`src/rtl/fc_pkg.sv`:
```
package fc_pkg;

  typedef enum logic [1:0] {
    ST_IDLE,
    ST_WAIT,
    ST_RUN,
    ST_HOLD
  } fc_state_e;

  // Number of 1 kHz ticks for a gate code: decades up to the top code.
  function automatic int unsigned fc_gate_ticks(input int unsigned code,
                                                input int unsigned top_code);
    int unsigned n;
    n = 1;
    for (int unsigned i = 0; i < 8; i++) begin
      if (i < code && i < top_code) n = n * 10;
    end
    return n;
  endfunction

endpackage

```
`src/rtl/fc_edge_sync.sv`:
```
module fc_edge_sync #(
  parameter int SYNC_STAGES = 2
) (
  input  logic clk,
  input  logic rst,
  input  logic d_async,
  output logic rise
);

  logic [SYNC_STAGES:0] sh_q;

  always_ff @(posedge clk) begin
    if (rst) sh_q <= '0;
    else     sh_q <= {sh_q[SYNC_STAGES-1:0], d_async};
  end

  assign rise = sh_q[SYNC_STAGES-1] & ~sh_q[SYNC_STAGES];

  AST_RISE_SINGLE: assert property (@(posedge clk) disable iff (rst)
    rise |=> !rise);

endmodule

```
`src/rtl/fc_timebase.sv`:
```
module fc_timebase #(
  parameter int STAGES = 2,
  parameter int DIV    = 10,
  parameter int SEL_W  = 2
) (
  input  logic             clk,
  input  logic             rst,
  input  logic             ref_pulse,
  input  logic [SEL_W-1:0] sel,
  output logic             tb_en
);

  localparam int CW = $clog2(DIV);

  logic [STAGES:0] en_chain;
  assign en_chain[0] = ref_pulse;

  for (genvar g = 0; g < STAGES; g++) begin : g_stage
    logic [CW-1:0] cnt_q;
    logic          wrap;

    assign wrap = (cnt_q == CW'(DIV - 1));

    always_ff @(posedge clk) begin
      if (rst)              cnt_q <= '0;
      else if (en_chain[g]) cnt_q <= wrap ? '0 : cnt_q + 1'b1;
    end

    assign en_chain[g+1] = en_chain[g] & wrap;

    AST_TB_DIV_RANGE: assert property (@(posedge clk) disable iff (rst)
      cnt_q <= CW'(DIV - 1));
  end

  always_comb begin
    tb_en = en_chain[STAGES];
    for (int i = 0; i <= STAGES; i++) begin
      if (int'(sel) == i) tb_en = en_chain[i];
    end
  end

endmodule

```
`src/rtl/fc_sat_accum.sv`:
```
module fc_sat_accum #(
  parameter int W = 16
) (
  input  logic         clk,
  input  logic         rst,
  input  logic         clr,
  input  logic         inc,
  output logic         at_max,
  output logic [W-1:0] nxt_cnt,
  output logic         nxt_sat
);

  logic [W-1:0] cnt_q;
  logic         sat_q;

  assign at_max  = (cnt_q == {W{1'b1}});
  assign nxt_cnt = (inc && !at_max) ? cnt_q + 1'b1 : cnt_q;
  assign nxt_sat = sat_q | (inc & at_max);

  always_ff @(posedge clk) begin
    if (rst || clr) begin
      cnt_q <= '0;
      sat_q <= 1'b0;
    end else begin
      cnt_q <= nxt_cnt;
      sat_q <= nxt_sat;
    end
  end

  AST_ACC_NO_WRAP: assert property (@(posedge clk) disable iff (rst)
    (at_max && !clr) |=> at_max);
  AST_SAT_AT_MAX: assert property (@(posedge clk) disable iff (rst)
    sat_q |-> at_max);

endmodule

```
`src/rtl/freq_counter.sv`:
```
module freq_counter
  import fc_pkg::*;
#(
  parameter int ACC_W         = 16,
  parameter int GATE_SEL_W    = 3,
  parameter int TB_SEL_W      = 2,
  parameter int GATE_TOP_CODE = 4,
  parameter int TB_STAGES     = 2,
  parameter int TB_DIV        = 10,
  parameter int SYNC_STAGES   = 2
) (
  input  logic                  clk,
  input  logic                  rst,
  input  logic                  tick_1k,
  input  logic                  tick_10m,
  input  logic                  sig_in,
  input  logic                  mode_period,
  input  logic [GATE_SEL_W-1:0] gate_sel,
  input  logic [TB_SEL_W-1:0]   tb_sel,
  input  logic                  start,
  input  logic                  rd,
  output logic                  ready,
  output logic [ACC_W-1:0]      result,
  output logic                  overflow
);

  localparam int unsigned MAX_TICKS = fc_gate_ticks(GATE_TOP_CODE, GATE_TOP_CODE);
  localparam int          TICK_W    = $clog2(MAX_TICKS + 1);

  fc_state_e            state_q, state_d;
  logic                 period_q;
  logic [TB_SEL_W-1:0]  tb_q;
  logic [TICK_W-1:0]    gate_last_q, gate_last_d, tick_q;
  logic                 ready_q, ovf_q;
  logic [ACC_W-1:0]     result_q;

  logic                 rise, tb_en, launch, finish;
  logic                 acc_clr, acc_inc, at_max, nxt_sat;
  logic [ACC_W-1:0]     nxt_cnt;

  fc_edge_sync #(.SYNC_STAGES(SYNC_STAGES)) u_sync (
    .clk     (clk),
    .rst     (rst),
    .d_async (sig_in),
    .rise    (rise)
  );

  fc_timebase #(.STAGES(TB_STAGES), .DIV(TB_DIV), .SEL_W(TB_SEL_W)) u_tb (
    .clk       (clk),
    .rst       (rst),
    .ref_pulse (tick_10m),
    .sel       (tb_q),
    .tb_en     (tb_en)
  );

  fc_sat_accum #(.W(ACC_W)) u_acc (
    .clk     (clk),
    .rst     (rst),
    .clr     (acc_clr),
    .inc     (acc_inc),
    .at_max  (at_max),
    .nxt_cnt (nxt_cnt),
    .nxt_sat (nxt_sat)
  );

  assign launch      = start | (rd & ready_q);
  assign gate_last_d = TICK_W'(fc_gate_ticks(int'(gate_sel), GATE_TOP_CODE) - 1);

  always_comb begin
    state_d = state_q;
    acc_clr = 1'b0;
    acc_inc = 1'b0;
    finish  = 1'b0;
    if (launch) begin
      state_d = ST_WAIT;
      acc_clr = 1'b1;
    end else begin
      case (state_q)
        ST_WAIT: begin
          if (!period_q) begin
            if (tick_1k) begin
              state_d = ST_RUN;
              acc_clr = 1'b1;
            end
          end else if (rise) begin
            state_d = ST_RUN;
            acc_clr = 1'b1;
          end else begin
            acc_inc = tb_en;
            finish  = tb_en & at_max;
          end
        end
        ST_RUN: begin
          if (!period_q) begin
            acc_inc = rise;
            finish  = tick_1k & (tick_q == gate_last_q);
          end else begin
            acc_inc = tb_en;
            finish  = rise | (tb_en & at_max);
          end
        end
        default: ;
      endcase
      if (finish) state_d = ST_HOLD;
    end
  end

  always_ff @(posedge clk) begin
    if (rst) begin
      state_q     <= ST_IDLE;
      period_q    <= 1'b0;
      tb_q        <= '0;
      gate_last_q <= '0;
      tick_q      <= '0;
      ready_q     <= 1'b0;
      result_q    <= '0;
      ovf_q       <= 1'b0;
    end else begin
      state_q <= state_d;
      if (launch) begin
        period_q    <= mode_period;
        tb_q        <= tb_sel;
        gate_last_q <= gate_last_d;
        tick_q      <= '0;
        ready_q     <= 1'b0;
      end else begin
        if (state_q == ST_RUN && !period_q && tick_1k) tick_q <= tick_q + 1'b1;
        if (finish) begin
          ready_q  <= 1'b1;
          result_q <= nxt_cnt;
          ovf_q    <= nxt_sat;
        end
      end
    end
  end

  assign ready    = ready_q;
  assign result   = result_q;
  assign overflow = ovf_q;

  AST_HOLD_STABLE: assert property (@(posedge clk) disable iff (rst)
    (ready_q && !start && !rd) |=> (ready_q && $stable(result_q) && $stable(ovf_q)));
  AST_START_CLEARS_READY: assert property (@(posedge clk) disable iff (rst)
    start |=> !ready_q);
  AST_OVF_ONLY_AT_MAX: assert property (@(posedge clk) disable iff (rst)
    ovf_q |-> (result_q == {ACC_W{1'b1}}));

endmodule

```
`config.mk`:
```
export PLATFORM = sky130hd
export DESIGN_NAME = freq_counter
export DESIGN_NICKNAME = d
export VERILOG_FILES = /design/src/rtl/fc_pkg.sv /design/src/rtl/fc_edge_sync.sv /design/src/rtl/fc_timebase.sv /design/src/rtl/fc_sat_accum.sv /design/src/rtl/freq_counter.sv
export SDC_FILE = /design/constraint.sdc
export NUM_CORES = 1
export LEC_CHECK = 0
export CORE_MARGIN = 2
export CORE_UTILIZATION = 31
export CTS_CLUSTER_SIZE = 20
export DETAILED_ROUTE_END_ITERATION = 16
export DONT_BUFFER_PORTS = 1
export GPL_TIMING_DRIVEN = 0
export PLACE_DENSITY = 0.53
export SETUP_SLACK_MARGIN = 0.4
export SYNTH_ARGS = -nofsm -noshare
export SYNTH_HDL_FRONTEND = slang
export SYNTH_SLANG_ARGS = --single-unit
```
`constraint.sdc`:
```
create_clock -name clk -period 4.1 [get_ports clk]
set_input_delay 0.82 -clock clk [delete_from_list [all_inputs] [get_ports clk]]
set_output_delay 0.82 -clock clk [all_outputs]
set_load 0.01 [all_outputs]
```
==> impl_metrics.json, run 1 <==
{
  "status": "complete, no violations",
  "dominantRegCellSynth": "dfxtp_1",
  "layout-drive-gt1-share_pct": 7.57,
  "synth_top_area_share_pct": 38.8,
  "dpl.hpwl_microns": 7000,
  "drt_iter0_drc": 122,
  "drv_slew": 0,
  "clock-skew-final_ps": 6.74,
  "hold_viol": 0,
  "fin_setup_tns_ps": 0,
  "io_pins": 31,
  "start_kind": "primary input",
  "setup_viol": 0,
  "vias": 3303,
  "worst_pin_slew_ps": 609,
  "netlist_area_sq_um": 4070,
  "post-place-cells": 655,
  "nets": 528,
  "ys_warn_count": 0,
  "leakagePower_nw": 1.67,
  "synth_edf_count": 0,
  "clkLatencyLatePin_ps": 340,
  "worst_path_max_delay_cell": "or3_1",
  "layout_min_cycle_time_ps": 3460,
  "cts_buffers": 9,
  "synthTopCellsByArea": "dfxtp_1 39%, nor2_1 7.6%, xor2_1 7.1%",
  "cp_top_family": "simple AND/OR/NAND/NOR gates",
  "area_growth_syn_to_layout_pct": 15.4,
  "maxCapViolations": 0,
  "routabilityCongestion": 0.813,
  "synthArstFlopShare_pct": 0,
  "ir_drop_v": 0.000237,
  "cts.sinks": 79,
  "cts_root_buf": "clkbuf_16",
  "fp.dieH_microns": 119,
  "overflow": 0,
  "clk_path_buf_depth": 2,
  "antenna_found_initial": 1,
  "grt_max_degree": 15,
  "grt_pass1_vias": 3138,
  "vias_per_cell": 4.89,
  "core-area_sq_um": 12700,
  "fin_ws_ps": 640,
  "arrival_ps": 3720,
  "synth.yosys.seq_area_share_pct": 38.8,
  "post-place-ws_ps": -27.7,
  "hp-class": "reg2reg",
  "fillCellCount": 1350,
  "timing.fmax_mhz": 289,
  "crit_chain": "buf_2, nor3_4, buf_4, nor2_2, ha_1, ha_1, or3_1, o32ai_2, xnor2_1, or3_1, or3_1, a31oi_1",
  "cts_tree": "done",
  "fin_cells": 675,
  "rsz0062_at_grt": "false",
  "required_ps": 4360,
  "cp_num_buf_inv": 2,
  "synth_top_cell_by_area": "dfxtp_1",
  "slowest_delay_ps": 380,
  "detail_route.wl_per_cell_microns": 13.7,
  "route.detailed.drc": 0,
  "hold_buffers": 0,
  "grt_usage_pct": 13.7,
  "path_common_cell": "or3_1",
  "wl_microns": 9280,
  "dieArea_sq_um": 14100,
  "syn_area_per_cell_sq_um": 8.49,
  "min_period_over_period_pct": 84.4,
  "synthCells": 480,
  "timing.slew.headroom_pct": 59.1,
  "final_antenna_net_count": 0,
  "grt_pass1_wl_microns": 15600,
  "clkSlewWorstSetupHoldPaths_ps": 60,
  "synth.distinct_cells": 56,
  "critPathKind": "in2reg",
  "synth_seq_cells": 79,
  "end_kind": "flop",
  "htree_levels": 3,
  "start_util_pct": 32.0,
  "std_cell_rows": 41,
  "portBuffers": 0,
  "firstDrtPassIters": 4,
  "crit_fanout": 10,
  "die_w_microns": 119,
  "p_per_area_nw_per_um2": 420
}
## cell type report
| type | instances | area (sq um) | area share (%) |
|---|---|---|---|
| Multi-Input combinational cell | 368 | 2390 | 50.8 |
| Sequential cell | 79 | 1580 | 33.6 |
| Clock buffer | 9 | 225 | 4.79 |
| Tap cell | 172 | 215 | 4.58 |
| Clock inverter | 7 | 121 | 2.58 |
| Buffer | 20 | 86.3 | 1.84 |
| Inverter | 16 | 60.1 | 1.28 |
| Timing Repair Buffer | 3 | 22.5 | 0.479 |
| Antenna cell | 1 | 2.50 | 0.0532 |
## where the power goes
part           internal (mW)  leakage [nW]  switching (mW)
combinational          0.102         0.863           0.147
clock                  0.596         0.170           0.323
sequential             0.789         0.641          0.0172
total                   1.49          1.67           0.487
## layout by cell type (no fill, tap or decap), types with 4 or more instances in the layout
| cell type | n |
|---|---|
| dfxtp_1 | 79 |
| or3_1 | 4 |
| nor2_1 | 80 |
| a21oi_1 | 21 |
| nand2b_1 | 7 |
| and3_1 | 4 |
| nand3_1 | 15 |
| ha_1 | 17 |
| nor2b_1 | 11 |
| nor3b_1 | 4 |
| buf_4 | 5 |
| nor3_1 | 12 |
| a211oi_1 | 25 |
| o21ai_0 | 11 |
| nand2_1 | 32 |
| buf_1 | 5 |
| clkbuf_1 | 10 |
| inv_1 | 16 |
| nor4_1 | 9 |
| nand4_1 | 6 |
| xnor2_1 | 22 |
| xor2_1 | 33 |
| clkbuf_16 | 9 |
| conb_1 | 5 |
## logic make-up after synthesis
| kind of cell | share of synthesized area [%] |
|---|---|
| AO/OA/AOI/OAI | 14.4 |
| XOR/XNOR | 11.8 |
| adder cells (fa/ha/maj) | 5.53 |
| buffers and inverters | 3.59 |
| flip-flops | 38.8 |
| multiplexers | 1.01 |
| other | 0.184 |
| AND/OR/NAND/NOR | 24.6 |
## worst paths after layout
check                           slack (ps)         endpoint  depth (start not counted)            from
worst max-delay path                   640  gate_last_q[12]                         12     gate_sel[2]
worst min-delay path                   450   u_sync.sh_q[1]                          1  u_sync.sh_q[0]
worst max register to register        1630       result[15]                          9  u_acc.cnt_q[0]
worst min register to register         450   u_sync.sh_q[1]                          1  u_sync.sh_q[0]
## routing by layer
metal | GRT usage, % | vias up | part of all wire (%)
li1 | - | 1707 | -
met1 | 18.5 | 1527 | 49
met2 | 20.9 | 54 | 44
met3 | 3.19 | 15 | 4.7
met4 | 6.03 | 0 | 2.0
met5 | 0 | - | 0
## metrics by stage
step | instance area [sq um] | power, mW | hold slack [ps] | util, %
floorplan | 4090 | 1.01 | 414 | -
global placement | 4310 | 1.06 | 422 | 33.8
finish | 4700 | 1.97 | 445 | 36.9
detailed placement | 4310 | 1.06 | 436 | 33.8
global route | 4700 | 2.06 | 459 | 36.9
CTS | 4660 | 1.98 | 450 | 36.6
## flip-flops by register name, indices dropped and copies added, names as in the netlist
name and cells:
ready 1, u_acc.sat_q 1, u_acc.cnt_q 16, gate_last_q 14
period_q 1, tb_q 2, overflow 1, u_sync.sh_q 3
u_tb.g_stage.cnt_q 8, result 16, tick_q 14, state_q 2
## worst reg2reg max path: cells and delay by family, from the launching register on
kind            cells  cell delay (ps)
fa+ha+maj           1              230
simple gates        4              680
buf+inv             1              200
compound gates      3              910
flops               1              360
## synth_stat cells, drive strengths merged, types with 3 or more instances
cell type,count
nor3b,4
a21oi,21
nand2,32
a211oi,25
nor2b,11
and3,4
nand4,6
ha,18
xnor2,22
nor3,13
nand3,15
dfxtp,79
nand2b,7
buf,10
nor2,83
nor4,10
inv,16
xor2,33
mux2i,3
o21ai,13
or3,4
clkbuf,10
## repair_timing
action / CTS / global route
setup buffers: 0 / 3
resized for setup: 2 / 6
gates cloned: 0 / 0
pin swaps: 0 / 1
endpoints found under the hold margin: 0 / 0
endpoints found under the setup margin: 1 / 2
Note: power is estimated with default switching activity, not from simulation.
==> run 2, diff against run 1 <==
--- a/config.mk
+++ b/config.mk
@@ -11,7 +11,7 @@
 export DETAILED_ROUTE_END_ITERATION = 16
 export DONT_BUFFER_PORTS = 1
 export GPL_TIMING_DRIVEN = 0
-export PLACE_DENSITY = 0.53
+export PLACE_DENSITY = 0.54
 export SETUP_SLACK_MARGIN = 0.4
 export SYNTH_ARGS = -nofsm -noshare
 export SYNTH_HDL_FRONTEND = slang
==> constraint.sdc (replaced) <==
create_clock -name clk -period 2.8 [get_ports clk]
set_input_delay 0.56 -clock clk [delete_from_list [all_inputs] [get_ports clk]]
set_output_delay 0.56 -clock clk [all_outputs]
set_load 0.01 [all_outputs]
==> run 2 against run 1 <==
The run now ends with setup timing left. Clock power is 28% higher. Flip-flop and latch count unchanged. Power up 50%. Worst hold slack got worse by 87 ps. Via count increased by 5.1%. Non-clock buffer count increased by 27. Combinational power increased by 140%. Largest power group is now registers. Design area rose by 12%. Clock-buffer cell count rose by 1.
==> impl_metrics.json, run 2 (same netlist as run 1, synthesis figures left out) <==
{
  "status": "finished, violations left",
  "failed_checks": "setup timing",
  "drt_iter0_drc": 118,
  "grt_pass1_wl_microns": 16600,
  "firstDrtPassIters": 4,
  "fp.dieH_microns": 119,
  "final_antenna_net_count": 0,
  "route.detailed.drc": 0,
  "io_pins": 31,
  "std_cell_rows": 41,
  "min_path_cells": 1,
  "r2r_end": "result[6]",
  "cts_tree": "done",
  "multi_input_area_sq_um": 2700,
  "nets": 555,
  "leakagePower_nw": 1.85,
  "clock-skew-final_ps": 7.85,
  "finish.instance_area_sq_um": 5250,
  "overflow": 0,
  "whs_endpoint": "u_sync.sh_q[0]",
  "min_period_over_period_pct": 101,
  "die_w_microns": 119,
  "start_kind": "primary input",
  "area_growth_syn_to_layout_pct": 28.8,
  "setup_viol": 1,
  "portBuffers": 0,
  "hp-class": "in2reg",
  "dpl.hpwl_microns": 7190,
  "grt_usage_pct": 14.5,
  "dieArea_sq_um": 14100,
  "timing.slew.headroom_pct": 52.0,
  "cts_buffers": 9,
  "post-place-ws_ps": -604,
  "grt_pass1_vias": 3400,
  "finalPower_mw": 2.95,
  "vias": 3472,
  "fillCellCount": 1305,
  "clk_path_buf_depth": 2,
  "critPathKind": "in2reg",
  "grt_max_degree": 15,
  "p_per_area_nw_per_um2": 563,
  "clkLatencyLatePin_ps": 330,
  "cts.sinks": 79,
  "maxCapViolations": 0,
  "layout_common_cells": "78 x nor2_1, 78 x dfxtp_1, 33 x xor2_1",
  "crit-reg2reg-launch": "ready",
  "ir_drop_v": 0.000222,
  "vias_per_cell": 4.95,
  "n_antenna_cell": 0,
  "routabilityCongestion": 0.796,
  "required_ps": 3050,
  "r2r_slack_ps": 510,
  "htree_levels": 3,
  "core-area_sq_um": 12700,
  "end_kind": "flop",
  "antenna_found_initial": 0,
  "start_util_pct": 32.0,
  "rsz0062_at_grt": "true",
  "arrival_ps": 3090,
  "regArea_sq_um": 1580,
  "drv_slew": 0,
  "layout-drive-gt1-share_pct": 20.2,
  "cts_root_buf": "clkbuf_16",
  "detail_route.wl_per_cell_microns": 14.2,
  "clkSlewWorstSetupHoldPaths_ps": 60,
  "layout_min_cycle_time_ps": 2840,
  "worst_pin_slew_ps": 714,
  "crit_fanout": 6,
  "hold_viol": 0,
  "fin_ws_ps": -36.0,
  "hold_start": "sig_in",
  "timing.fmax_mhz": 353,
  "worstRegToRegCells": 9,
  "wl_microns": 9970,
  "placed_cell_area_sq_um": 4430
}
[run 2: report_power, final]
| group | switching (mW) | internal [mW] |
|---|---|---|
| combinational | 0.293 | 0.303 |
| clock | 0.458 | 0.719 |
| sequential | 0.0264 | 1.15 |
| total | 0.777 | 2.18 |
[run 2: critical path, cell delays in order]
cell	delay, ps
clkinvlp_4	90
nor3_4	170
buf_6	150
nor2_4	50
ha_4	240
ha_4	160
or3_4	380
o32ai_4	290
xnor2_2	130
or3_4	340
or3_1	360
a31oi_1	150
[run 2: worst max-delay path by stage]
stage	start	endpoint	slack, ps	depth (start not counted)
global placement	gate_sel[2]	gate_last_q[12]	-570	12
global route	gate_sel[2]	gate_last_q[12]	-90	12
detailed placement	gate_sel[2]	gate_last_q[12]	-600	12
finish	gate_sel[1]	gate_last_q[12]	-40	12
floorplan	gate_sel[2]	gate_last_q[12]	-250	11
CTS	gate_sel[2]	gate_last_q[12]	-60	13
[run 2: per-layer routing]
metal / vias up / global-route usage (%) / share of wire [%]
met5: - / 0 / 0
met2: 50 / 22.2 / 46
met3: 7 / 3.23 / 4.5
met4: 0 / 6.47 / 1.4
li1: 1759 / - / -
met1: 1656 / 19.3 / 48
[run 2: final cells by class]
cell class	instances	area share, %
multi-input combinational	368	51.4
sequential	79	30.2
tap	172	4.10
clock buffer	10	4.55
timing repair buffer	30	4.96
buffer	20	2.34
clock inverter	6	1.31
inverter	16	1.22
[run 2: repair_timing]
item / 4_1_cts / 5_1_grt
buffers inserted: 15 / 15
hold buffers: 0 / 0
resized for setup: 21 / 32
pin swaps: 24 / 26
endpoints found under the setup margin: 19 / 32
[run 2: through the flow]
step,hold WS [ps],TNS [ps],std cells,utilization (%)
after floorplan,414,-347,483,-
after global placement,420,-1540,655,34.8
after global routing,349,-96.2,701,41.3
final,358,-36.0,701,41.3
after CTS,349,-60.5,686,39.2
after detailed placement,441,-1780,655,34.8
